## src/rtl/sertx_pkg.sv

```systemverilog
// Shared constants for the framed serial transmitter.
// Assumes cmd_op encodings are fixed by the host-side decoder.
package sertx_pkg;
    typedef enum logic [2:0] {
        CMD_NONE    = 3'd0,
        CMD_ENABLE  = 3'd1,
        CMD_DISABLE = 3'd2,
        CMD_RESET   = 3'd3,
        CMD_BRK_ON  = 3'd4,
        CMD_BRK_OFF = 3'd5
    } cmd_e;

    localparam logic [1:0] PAR_EVEN = 2'd1;
    localparam logic [1:0] PAR_ODD  = 2'd2;
endpackage

```

## src/rtl/sertx_framer.sv

```systemverilog
// Builds the full bit pattern of one character from data and configuration.
// Purely combinational. Bit 0 of the frame goes out first. Bits past the
// frame length read as one, so the stop bits come for free.
// Assumes MIN_LEN + 2**LEN_W - 1 <= DATA_W.
module sertx_framer #(
    parameter int DATA_W  = 8,
    parameter int MIN_LEN = 5,
    parameter int LEN_W   = 2,
    parameter int FRAME_W = 12,
    parameter int CNT_W   = 4
) (
    input  logic [DATA_W-1:0]  data,
    input  logic [LEN_W-1:0]   len_sel,
    input  logic [1:0]         par_sel,
    input  logic               stop2,
    output logic [FRAME_W-1:0] frame,
    output logic [CNT_W-1:0]   frame_bits
);
    import sertx_pkg::*;

    logic [CNT_W-1:0]  nbits;
    logic [DATA_W-1:0] masked;
    logic              par_on;
    logic              par_bit;

    // Masks the data to the selected length and derives the parity bit.
    always_comb begin
        nbits  = CNT_W'(MIN_LEN) + CNT_W'(len_sel);
        masked = '0;
        for (int i = 0; i < DATA_W; i++) begin
            if (CNT_W'(i) < nbits) masked[i] = data[i];
        end
        par_on  = (par_sel == PAR_EVEN) || (par_sel == PAR_ODD);
        par_bit = (^masked) ^ (par_sel == PAR_ODD);
    end

    // Places the start bit, data bits and parity bit, and computes the length.
    always_comb begin
        frame    = '1;
        frame[0] = 1'b0;
        for (int i = 0; i < DATA_W; i++) begin
            if (CNT_W'(i) < nbits) frame[i+1] = data[i];
        end
        if (par_on) frame[nbits + CNT_W'(1)] = par_bit;
        frame_bits = CNT_W'(1) + nbits + CNT_W'(par_on) + (stop2 ? CNT_W'(2) : CNT_W'(1));
    end
endmodule

```

## src/rtl/sertx_cmdctl.sv

```systemverilog
// Decodes the command strobe into the enable and break flags and a one-cycle
// soft reset. Assumes at most one command per cycle.
module sertx_cmdctl (
    input  logic       clk,
    input  logic       rst_n,
    input  logic       cmd_valid,
    input  logic [2:0] cmd_op,
    output logic       soft_rst,
    output logic       en_q,
    output logic       brk_q
);
    import sertx_pkg::*;

    assign soft_rst = cmd_valid && (cmd_op == CMD_RESET);

    // Holds the enable and break flags. A soft reset clears both.
    always_ff @(posedge clk) begin
        if (!rst_n || soft_rst) begin
            en_q  <= 1'b0;
            brk_q <= 1'b0;
        end else if (cmd_valid) begin
            case (cmd_op)
                CMD_ENABLE:  en_q  <= 1'b1;
                CMD_DISABLE: en_q  <= 1'b0;
                CMD_BRK_ON:  brk_q <= 1'b1;
                CMD_BRK_OFF: brk_q <= 1'b0;
                default:     ;
            endcase
        end
    end
endmodule

```

## src/rtl/sertx_holdreg.sv

```systemverilog
// One-entry holding register between the host and the shifter.
// Assumes take (shifter load) only occurs while full is high.
module sertx_holdreg #(
    parameter int DATA_W = 8
) (
    input  logic              clk,
    input  logic              rst_n,
    input  logic              soft_rst,
    input  logic              en,
    input  logic              wr_en,
    input  logic [DATA_W-1:0] wr_data,
    input  logic              take,
    output logic              full,
    output logic [DATA_W-1:0] data,
    output logic              ready
);
    logic accept;

    assign ready  = en && !full;
    assign accept = wr_en && ready && !soft_rst;

    // Fills on a write that is taken and drains when the shifter loads.
    always_ff @(posedge clk) begin
        if (!rst_n || soft_rst) begin
            full <= 1'b0;
            data <= '0;
        end else if (take) begin
            full <= 1'b0;
        end else if (accept) begin
            full <= 1'b1;
            data <= wr_data;
        end
    end
endmodule

```

## src/rtl/sertx_shifter.sv

```systemverilog
// Drives the serial line. It advances one bit per tick, loads a new frame at
// a character boundary if allowed, and holds the break condition.
// Assumes frame and frame_bits are valid whenever hold_full is high.
module sertx_shifter #(
    parameter int FRAME_W = 12,
    parameter int CNT_W   = 4
) (
    input  logic               clk,
    input  logic               rst_n,
    input  logic               soft_rst,
    input  logic               tick,
    input  logic               en,
    input  logic               brk,
    input  logic               flow_en,
    input  logic               cts,
    input  logic               hold_full,
    input  logic [FRAME_W-1:0] frame,
    input  logic [CNT_W-1:0]   frame_bits,
    output logic               take,
    output logic               active,
    output logic               mid_frame,
    output logic               line
);
    logic [FRAME_W-1:0] shreg;
    logic [CNT_W-1:0]   cnt;
    logic               brk_line;

    assign mid_frame = active && (cnt != '0);
    assign take = tick && !soft_rst && !mid_frame && !brk && !brk_line &&
                  hold_full && en && (!flow_en || cts);

    // Shifts bits out on each tick and decides what happens at a boundary.
    always_ff @(posedge clk) begin
        if (!rst_n || soft_rst) begin
            line     <= 1'b1;
            active   <= 1'b0;
            cnt      <= '0;
            shreg    <= '1;
            brk_line <= 1'b0;
        end else if (tick) begin
            if (mid_frame) begin
                line  <= shreg[0];
                shreg <= {1'b1, shreg[FRAME_W-1:1]};
                cnt   <= cnt - CNT_W'(1);
            end else begin
                active <= 1'b0;
                if (brk) begin
                    line     <= 1'b0;
                    brk_line <= 1'b1;
                end else if (brk_line) begin
                    line     <= 1'b1;
                    brk_line <= 1'b0;
                end else if (take) begin
                    line   <= frame[0];
                    shreg  <= {1'b1, frame[FRAME_W-1:1]};
                    cnt    <= frame_bits - CNT_W'(1);
                    active <= 1'b1;
                end else begin
                    line <= 1'b1;
                end
            end
        end
    end
endmodule

```

## src/rtl/sertx_top.sv

```systemverilog
// Framed serial transmitter: holding register, framer, shifter and command
// control. Assumes bit_tick is a one-cycle pulse from an external divider.
module sertx_top #(
    parameter int DATA_W  = 8,
    parameter int MIN_LEN = 5,
    parameter int LEN_W   = 2
) (
    input  logic              clk,
    input  logic              rst_n,
    input  logic              bit_tick,
    input  logic              wr_en,
    input  logic [DATA_W-1:0] wr_data,
    input  logic [LEN_W-1:0]  cfg_len,
    input  logic [1:0]        cfg_par,
    input  logic              cfg_stop2,
    input  logic              cfg_flow_en,
    input  logic              cts,
    input  logic              cmd_valid,
    input  logic [2:0]        cmd_op,
    output logic              tx_line,
    output logic              ready,
    output logic              empty
);
    localparam int FRAME_W = DATA_W + 4;
    localparam int CNT_W   = $clog2(FRAME_W + 1);

    logic               soft_rst;
    logic               en_q;
    logic               brk_q;
    logic               hold_full;
    logic [DATA_W-1:0]  hold_data;
    logic               take;
    logic               active;
    logic               mid_frame;
    logic [FRAME_W-1:0] frame;
    logic [CNT_W-1:0]   frame_bits;

    sertx_cmdctl u_cmd (
        .clk(clk), .rst_n(rst_n), .cmd_valid(cmd_valid), .cmd_op(cmd_op),
        .soft_rst(soft_rst), .en_q(en_q), .brk_q(brk_q)
    );

    sertx_holdreg #(.DATA_W(DATA_W)) u_hold (
        .clk(clk), .rst_n(rst_n), .soft_rst(soft_rst), .en(en_q),
        .wr_en(wr_en), .wr_data(wr_data), .take(take),
        .full(hold_full), .data(hold_data), .ready(ready)
    );

    sertx_framer #(
        .DATA_W(DATA_W), .MIN_LEN(MIN_LEN), .LEN_W(LEN_W),
        .FRAME_W(FRAME_W), .CNT_W(CNT_W)
    ) u_frm (
        .data(hold_data), .len_sel(cfg_len), .par_sel(cfg_par),
        .stop2(cfg_stop2), .frame(frame), .frame_bits(frame_bits)
    );

    sertx_shifter #(.FRAME_W(FRAME_W), .CNT_W(CNT_W)) u_shf (
        .clk(clk), .rst_n(rst_n), .soft_rst(soft_rst), .tick(bit_tick),
        .en(en_q), .brk(brk_q), .flow_en(cfg_flow_en), .cts(cts),
        .hold_full(hold_full), .frame(frame), .frame_bits(frame_bits),
        .take(take), .active(active), .mid_frame(mid_frame), .line(tx_line)
    );

    assign empty = !active && !hold_full;
endmodule

```

## config.mk

```make
export PLATFORM = sky130hd
export DESIGN_NAME = sertx_top
export DESIGN_NICKNAME = d
export VERILOG_FILES = /design/src/rtl/sertx_pkg.sv /design/src/rtl/sertx_framer.sv /design/src/rtl/sertx_cmdctl.sv /design/src/rtl/sertx_holdreg.sv /design/src/rtl/sertx_shifter.sv /design/src/rtl/sertx_top.sv
export SDC_FILE = /design/constraint.sdc
export NUM_CORES = 1
export LEC_CHECK = 0
export BUFFER_PORTS_ARGS = -buffer_cell sky130_fd_sc_hd__buf_2
export CAP_MARGIN = 0
export CORE_UTILIZATION = 45
export CTS_CLUSTER_DIAMETER = 120
export DETAILED_ROUTE_END_ITERATION = 10
export GPL_TIMING_DRIVEN = 1
export PLACE_DENSITY = 0.74
export SLEW_MARGIN = 20
export SYNTH_ARGS = -nofsm -noshare
export SYNTH_HDL_FRONTEND = slang
export SYNTH_SLANG_ARGS = --single-unit
export TNS_END_PERCENT = 20
```

## constraint.sdc

```tcl
create_clock -name clk -period 3.2 [get_ports clk]
set_input_delay 0.64 -clock clk [delete_from_list [all_inputs] [get_ports clk]]
set_output_delay 0.64 -clock clk [all_outputs]
set_load 0.005 [all_outputs]
```

==> metrics.md, run 1 <==
| Metric | Value |
|---|---|
| # IOs | `26` |
| GP Congestion | `0.884` |
| Multi-input logic area | `0.00124 sq mm` |
| Share of total power in combinational logic | `16.8%` |
| Top-area cell type share of the netlist area | `29.5%` |
| Main synth FF type | `dfxtp_1` |
| Startpoint types | `flop` |
| Vias per cell | `6.06` |
| FF/Latch Area | `581 sq um` |
| Sequential power share | `45.3%` |
| Worst Path Arrival | `2.68 ns` |
| Most common cell in the netlist | `dfxtp_1` |
| First-pass GRT wire length | `7730 um` |
| Reg2Reg Setup Slack | `0.69 ns` |
| Rows | `23` |
| Yosys top cell by area | `dfxtp_1` |
| Die W | `68.1 um` |
| CTS Buf Count | `5` |
| Yosys cell types | `58` |
| Tmin final | `2.51 ns` |
| Worst Max-Slew Pin Slew | `0.689 ns` |
| Synth Warn # | `0` |
| Top post-synthesis cells by count | `29 x dfxtp_1, 22 x nor2_1, 16 x inv_1` |
| Syn Nets | `266` |
| Synth area leaders | `dfxtp_1 30%, mux2i_1 6.6%, ha_1 5.1%` |
| Combinational family with the most area after synthesis | `compound AO/OA/AOI/OAI gates` |
| Syn_area_per_cell | `8.44 sq um` |
| Vias in the first global route | `1,633` |
| Chip height | `68.1 um` |
| Max-cap violations | `0` |
| Layout cells sized above 1 | `17.6%` |
| Crit. End Element | `flop` |
| Clk pwr share | `37.8%` |
| Hold WC Path Type | `flop to flop` |
| Int Pwr | `0.593 mW` |
| Reg clk slew, reported paths | `0.06 ns` |
| CTS Root Buffer Type | `clkbuf_8` |
| Final-report setup violation count | `0` |
| CP required | `3.37 ns` |
| Vias | `1,853` |
| Synth Area in Adders | `7.12%` |
| RSZ-0062 raised after global routing | `no` |
| CP max FO | `14` |
| Post-synthesis compound-gate area fraction | `22.7%` |
| Post-synthesis mux area share | `6.62%` |
| Pin count of the biggest net entering global routing | `28` |
| Post-CTS Setup Bufs | `0` |
| Power Dens Cells | `374 mW/mm^2` |
| Status | `finished clean` |
| WL/cell | `15.3 um` |
| Setup_tns | `0 ns` |
| # fillers | `413` |
| Fin Clk Skew | `0.00381 ns` |
| Number of flops mapped to enable cells by yosys | `0` |
| First-pass DRT Iterations | `4` |
| Diode count | `0` |
| Detailed placement HPWL | `3390 um` |
| Post-synthesis cell area | `0.00197 sq mm` |
| Peak VDD IR | `0.000233 V` |
| Hold_ws | `0.462 ns` |
| Antenna violations before repair | `0` |
| Simple-gate area share of the yosys netlist | `21.3%` |
| Rel. slew slack | `53.6%` |
| PostCTS Resize Cnt | `0` |
| Remaining antenna violation count | `0` |
| Routed WL | `4700 um` |
| Slew Limit Fails | `0` |
| Hold Buf Count CTS | `0` |
| Sw Share | `27.1%` |
| Sequential cell area fraction in the yosys report | `29.5%` |
| P_leak | `0.889 nW` |
| Die area | `0.00464 sq mm` |
| Switching power | `0.221 mW` |
| All-layer global routing usage | `22.6%` |
| Async SR Flop Fraction | `0%` |
| Initial DRC count | `104` |
| Deepest clock path buffer count | `2` |
| Total grt overflow | `0` |
| Initial Utilization | `48.1%` |
| Buffers on Ports | `25` |
| Final net count | `289` |
| Period utilisation layout | `78.6%` |
| Final hold violations | `0` |
| CP Class | `flop to flop` |
| Synth Area in XOR/XNOR | `5.34%` |
| Max Clock Freq | `0.398 GHz` |
| CTS tree | `yes` |
| H-tree levels | `2` |
| Cell count after synthesis | `233` |
| Clk sink count | `29` |
| Area delta synth->final | `10.8%` |
| Core region area | `0.00409 sq mm` |
| DRC Markers | `0` |
| Worst skew pair latency | `0.28 ns` |
| Synth Register Bits | `29` |
[path summary, 6_finish.rpt]
check,from,to,cells after the start
worst max register to register,u_shf.cnt[0]$_SDFFE_PP0P_,u_shf.shreg[0]$_SDFFE_PP1P_,7
worst min register to register,u_shf.brk_line$_SDFFE_PP0P_,u_shf.brk_line$_SDFFE_PP0P_,2
worst max-delay path,u_shf.cnt[0]$_SDFFE_PP0P_,u_shf.shreg[0]$_SDFFE_PP1P_,7
worst min-delay path,u_shf.brk_line$_SDFFE_PP0P_,u_shf.brk_line$_SDFFE_PP0P_,2
[cells in the final DEF (no fill, tap or decap), types with 8 or more instances in the layout]
master | netlist | layout
buf_2 | 3 | 25
dfxtp_1 | 29 | 29
a21oi_1 | 12 | 12
nand2_1 | 14 | 14
ha_1 | 8 | 8
o21ai_0 | 15 | 15
nand3_1 | 14 | 14
nor2_1 | 22 | 22
mux2i_1 | 13 | 13
inv_1 | 16 | 16
[power groups by stage]
stage | registers, mW | clock network, mW | logic, mW
2_1_floorplan | 0.376 | 0 | 0.0967
3_3_place_gp | 0.377 | 0 | 0.133
3_5_place_dp | 0.377 | 0 | 0.135
4_1_cts | 0.369 | 0.311 | 0.136
5_1_grt | 0.370 | 0.328 | 0.152
6_report | 0.369 | 0.308 | 0.137
[final cells by class]
| class | instances | share of cell area, % |
|---|---|---|
| tap | 50 | 2.87 |
| inverter | 16 | 2.76 |
| sequential | 29 | 26.7 |
| multi-input combinational | 176 | 57.0 |
| clock buffer | 7 | 3.96 |
| timing repair buffer | 28 | 6.78 |
[state kept, by name, summed over array words and instances, names as in the netlist]
signal,flops
u_hold.data,8
u_shf.brk_line,1
u_shf.shreg,11
u_shf.line,1
u_cmd.brk_q,1
u_shf.active,1
u_shf.cnt,4
u_hold.full,1
u_cmd.en_q,1
[routing by layer]
layer / track usage [%] / up-vias / wire (um)
li1: - / 903 / -
met1: 30.5 / 865 / 2140
met3: 4.67 / 12 / 335
met4: 10.2 / 0 / 87
met5: 0 / - / 0
met2: 34.2 / 73 / 2140
[kinds of logic after synthesis]
| family | Yosys count |
|---|---|
| AO/OA/AOI/OAI | 64 |
| XOR/XNOR | 9 |
| adder cells (fa/ha/maj) | 10 |
| multiplexers | 13 |
| flip-flops | 29 |
| AND/OR/NAND/NOR | 80 |
| buffers and inverters | 28 |
[critical path: stages (launching register included)]
cell	delay (ns)
dfxtp_1	0.33
inv_1	0.07
ha_1	0.19
or3b_1	0.56
and2_4	0.31
o21ai_0	0.58
a221oi_1	0.24
o41ai_1	0.11
[through the flow]
step	cell area, sq um	utilization, %	total power, mW	instances	worst slack, ns
finish	2180	53.3	0.814	306	0.686
CTS	2180	53.3	0.816	306	0.694
global placement	2090	51.2	0.510	299	0.456
global route	2180	53.3	0.850	306	0.499
floorplan	1970	-	0.472	233	0.644
detailed placement	2090	51.2	0.512	299	0.403
No activity file was read; power rests on OpenSTA's default activity.
==> run 2: changes to the inputs <==
==> constraint.sdc (replaced) <==
create_clock -name clk -period 2.6 [get_ports clk]
set_input_delay 0.52 -clock clk [delete_from_list [all_inputs] [get_ports clk]]
set_output_delay 0.52 -clock clk [all_outputs]
set_load 0.005 [all_outputs]
==> run 2 against run 1 <==
  * Sequential cell count is the same
  * First-iteration DRC count grew 2.9%
  * Final cell count grew 3.9%
  * Maximum frequency grew 6.4%
  * Non-clock buffer count grew 11
  * Combinational power grew 29%
  * Sequential power grew 23%
  * Via count grew 2.4%
  * Worst hold slack lost 0.0059 ns
  * Critical endpoint is now u_shf.shreg[4]$_SDFFE_PP1P_
  * Highest routed layer unchanged
==> metrics.md, run 2 (same netlist as run 1, synthesis figures left out) <==
| Metric | Value |
|---|---|
| CTS Buf Count | `5` |
| CTS tree | `yes` |
| Crit. End Element | `flop` |
| Hold Buf Count CTS | `0` |
| Hold WC Path Type | `flop to flop` |
| Setup_tns | `0 ns` |
| CTS Root Buffer Type | `clkbuf_8` |
| Area delta synth->final | `15.7%` |
| Critical Path, Cell by Cell | `inv_1 -> ha_1 -> or3b_1 -> a21oi_4 -> or4b_1 -> mux2i_1 -> o211ai_1` |
| Pin count of the biggest net entering global routing | `23` |
| Met1 wire length | `2180 um` |
| Die area | `0.00464 sq mm` |
| Post-CTS Setup Bufs | `0` |
| Placed Area | `0.00217 sq mm` |
| Top reg by flops | `u_shf.shreg` |
| Hold path depth | `2` |
| WP depth | `7` |
| Final hold violations | `0` |
| RSZ-0062 raised after global routing | `no` |
| All-layer global routing usage | `23.0%` |
| Most frequent cells in the layout | `29 x dfxtp_1, 25 x buf_2, 22 x nor2_1` |
| Largest regs | `u_shf.shreg (11), u_hold.data (8), u_shf.cnt (4)` |
| Crit-path leading delay family | `simple AND/OR/NAND/NOR gates` |
| Post-layout util | `55.7%` |
| CP Class | `flop to flop` |
| Reg2reg path depth | `7` |
| First-pass DRT Iterations | `4` |
| DRC Markers | `0` |
| First-pass GRT wire length | `7850 um` |
| Initial Utilization | `48.1%` |
| # IOs | `26` |
| Diode count | `0` |
| Slowest CP cell | `or3b_1` |
| Reg2reg start | `u_shf.cnt[0]$_SDFFE_PP0P_` |
| Final Instance Area | `0.00228 sq mm` |
| Top layer in use | `met4` |
| Die W | `68.1 um` |
| Startpoint types | `flop` |
| Vias in the first global route | `1,716` |
| Reg clk slew, reported paths | `0.06 ns` |
| Met2 wire length | `2200 um` |
| WL/cell | `14.9 um` |
| GP Congestion | `0.895` |
| Worst Max-Slew Pin Slew | `0.542 ns` |
| Slowest Stage Delay on Critical Path | `0.50 ns` |
| Chip height | `68.1 um` |
| Worst Path Arrival | `2.52 ns` |
| RR Endpoint | `u_shf.shreg[4]$_SDFFE_PP1P_` |
| Clk sink count | `29` |
| Peak VDD IR | `0.000267 V` |
| Rows | `23` |
| Vias | `1,898` |
| H-tree levels | `2` |
| Routed wire length on met3 | `278 um` |
| Rel. slew slack | `63.8%` |
| Antenna violations before repair | `0` |
| Remaining antenna violation count | `0` |
| Vias per cell | `5.97` |
| PostCTS Resize Cnt | `0` |
| Worst skew pair latency | `0.29 ns` |
| Max-cap violations | `0` |
| Power Dens Cells | `462 mW/mm^2` |
| Initial DRC count | `107` |
| P_leak | `0.951 nW` |
| Layout cells sized above 1 | `21.6%` |
| Deepest clock path buffer count | `2` |
| Core region area | `0.00409 sq mm` |
| CP max FO | `6` |
| Final net count | `300` |
| Final-report setup violation count | `0` |
| Status | `finished clean` |
| Buffers on Ports | `25` |
| Routed WL | `4740 um` |
| Reg2Reg Setup Slack | `0.24 ns` |
| Detailed placement HPWL | `3540 um` |
| Tmin final | `2.36 ns` |
| Slew Limit Fails | `0` |
| Fin Clk Skew | `0.00539 ns` |
| Worst hold path endpoint | `u_shf.brk_line$_SDFFE_PP0P_` |
| Period utilisation layout | `90.9%` |
| Most common cell after layout, fill and taps aside | `dfxtp_1` |
| Hold path start | `u_shf.brk_line$_SDFFE_PP0P_` |
| Max Clock Freq | `0.423 GHz` |
| CP required | `2.76 ns` |
| Largest register FFs | `11` |
| Final worst slack | `0.238 ns` |
| Buffers and inverters on the worst path | `1` |
| Total grt overflow | `0` |
| Pre-CTS setup slack | `0.00342 ns` |
| Total power | `1.05 mW` |
==> run 2: changes by cell type in the layout (fill, tap and decap cells not counted), sizes merged <==
cell	change
buf	+11
clkinv	+1
==> run 2: worst max-delay path by stage <==
stage	from	endpoint	slack (ns)
floorplan	cfg_par[0]	u_shf.cnt[3]$_SDFFE_PP0P_	0.16
global placement	cfg_par[0]	u_shf.cnt[3]$_SDFFE_PP0P_	0.09
detailed placement	cfg_par[0]	u_shf.cnt[3]$_SDFFE_PP0P_	0.003
CTS	u_shf.cnt[0]$_SDFFE_PP0P_	u_shf.shreg[4]$_SDFFE_PP1P_	0.27
global route	u_shf.cnt[0]$_SDFFE_PP0P_	u_shf.shreg[4]$_SDFFE_PP1P_	0.17
finish	u_shf.cnt[0]$_SDFFE_PP0P_	u_shf.shreg[4]$_SDFFE_PP1P_	0.24
==> run 2: final cells by class <==
cell class | count | area [sq um]
Tap cell | 50 | 62.6
Sequential cell | 29 | 581
Timing Repair Buffer | 39 | 230
Fill cell | 391 | 1810
Multi-Input combinational cell | 176 | 1240
Inverter | 16 | 60.1
Clock inverter | 1 | 5.00
Clock buffer | 7 | 96.3
==> run 2: per-layer routing <==
layer,vias up,global-route usage [%]
li1,929,-
met1,894,30.2
met2,67,35.4
met3,8,5.00
met4,0,10.9
met5,-,0
==> run 2: worst min-delay path, cell delays in order (launching register included) <==
cell,delay [ns]
dfxtp_1,0.31
nand2_1,0.05
a21oi_1,0.05
==> run 2: through the flow <==
stage	hold WS [ns]	std cells
3_5_place_dp	0.447	310
6_report	0.456	318
4_1_cts	0.456	318
3_3_place_gp	0.448	310
2_1_floorplan	0.430	233
5_1_grt	0.475	318
==> run 2: report_power, final <==
part,switching (mW),internal (mW),total (mW)
clock,0.181,0.239,0.420
sequential,0.00465,0.449,0.454
combinational,0.0997,0.0776,0.177
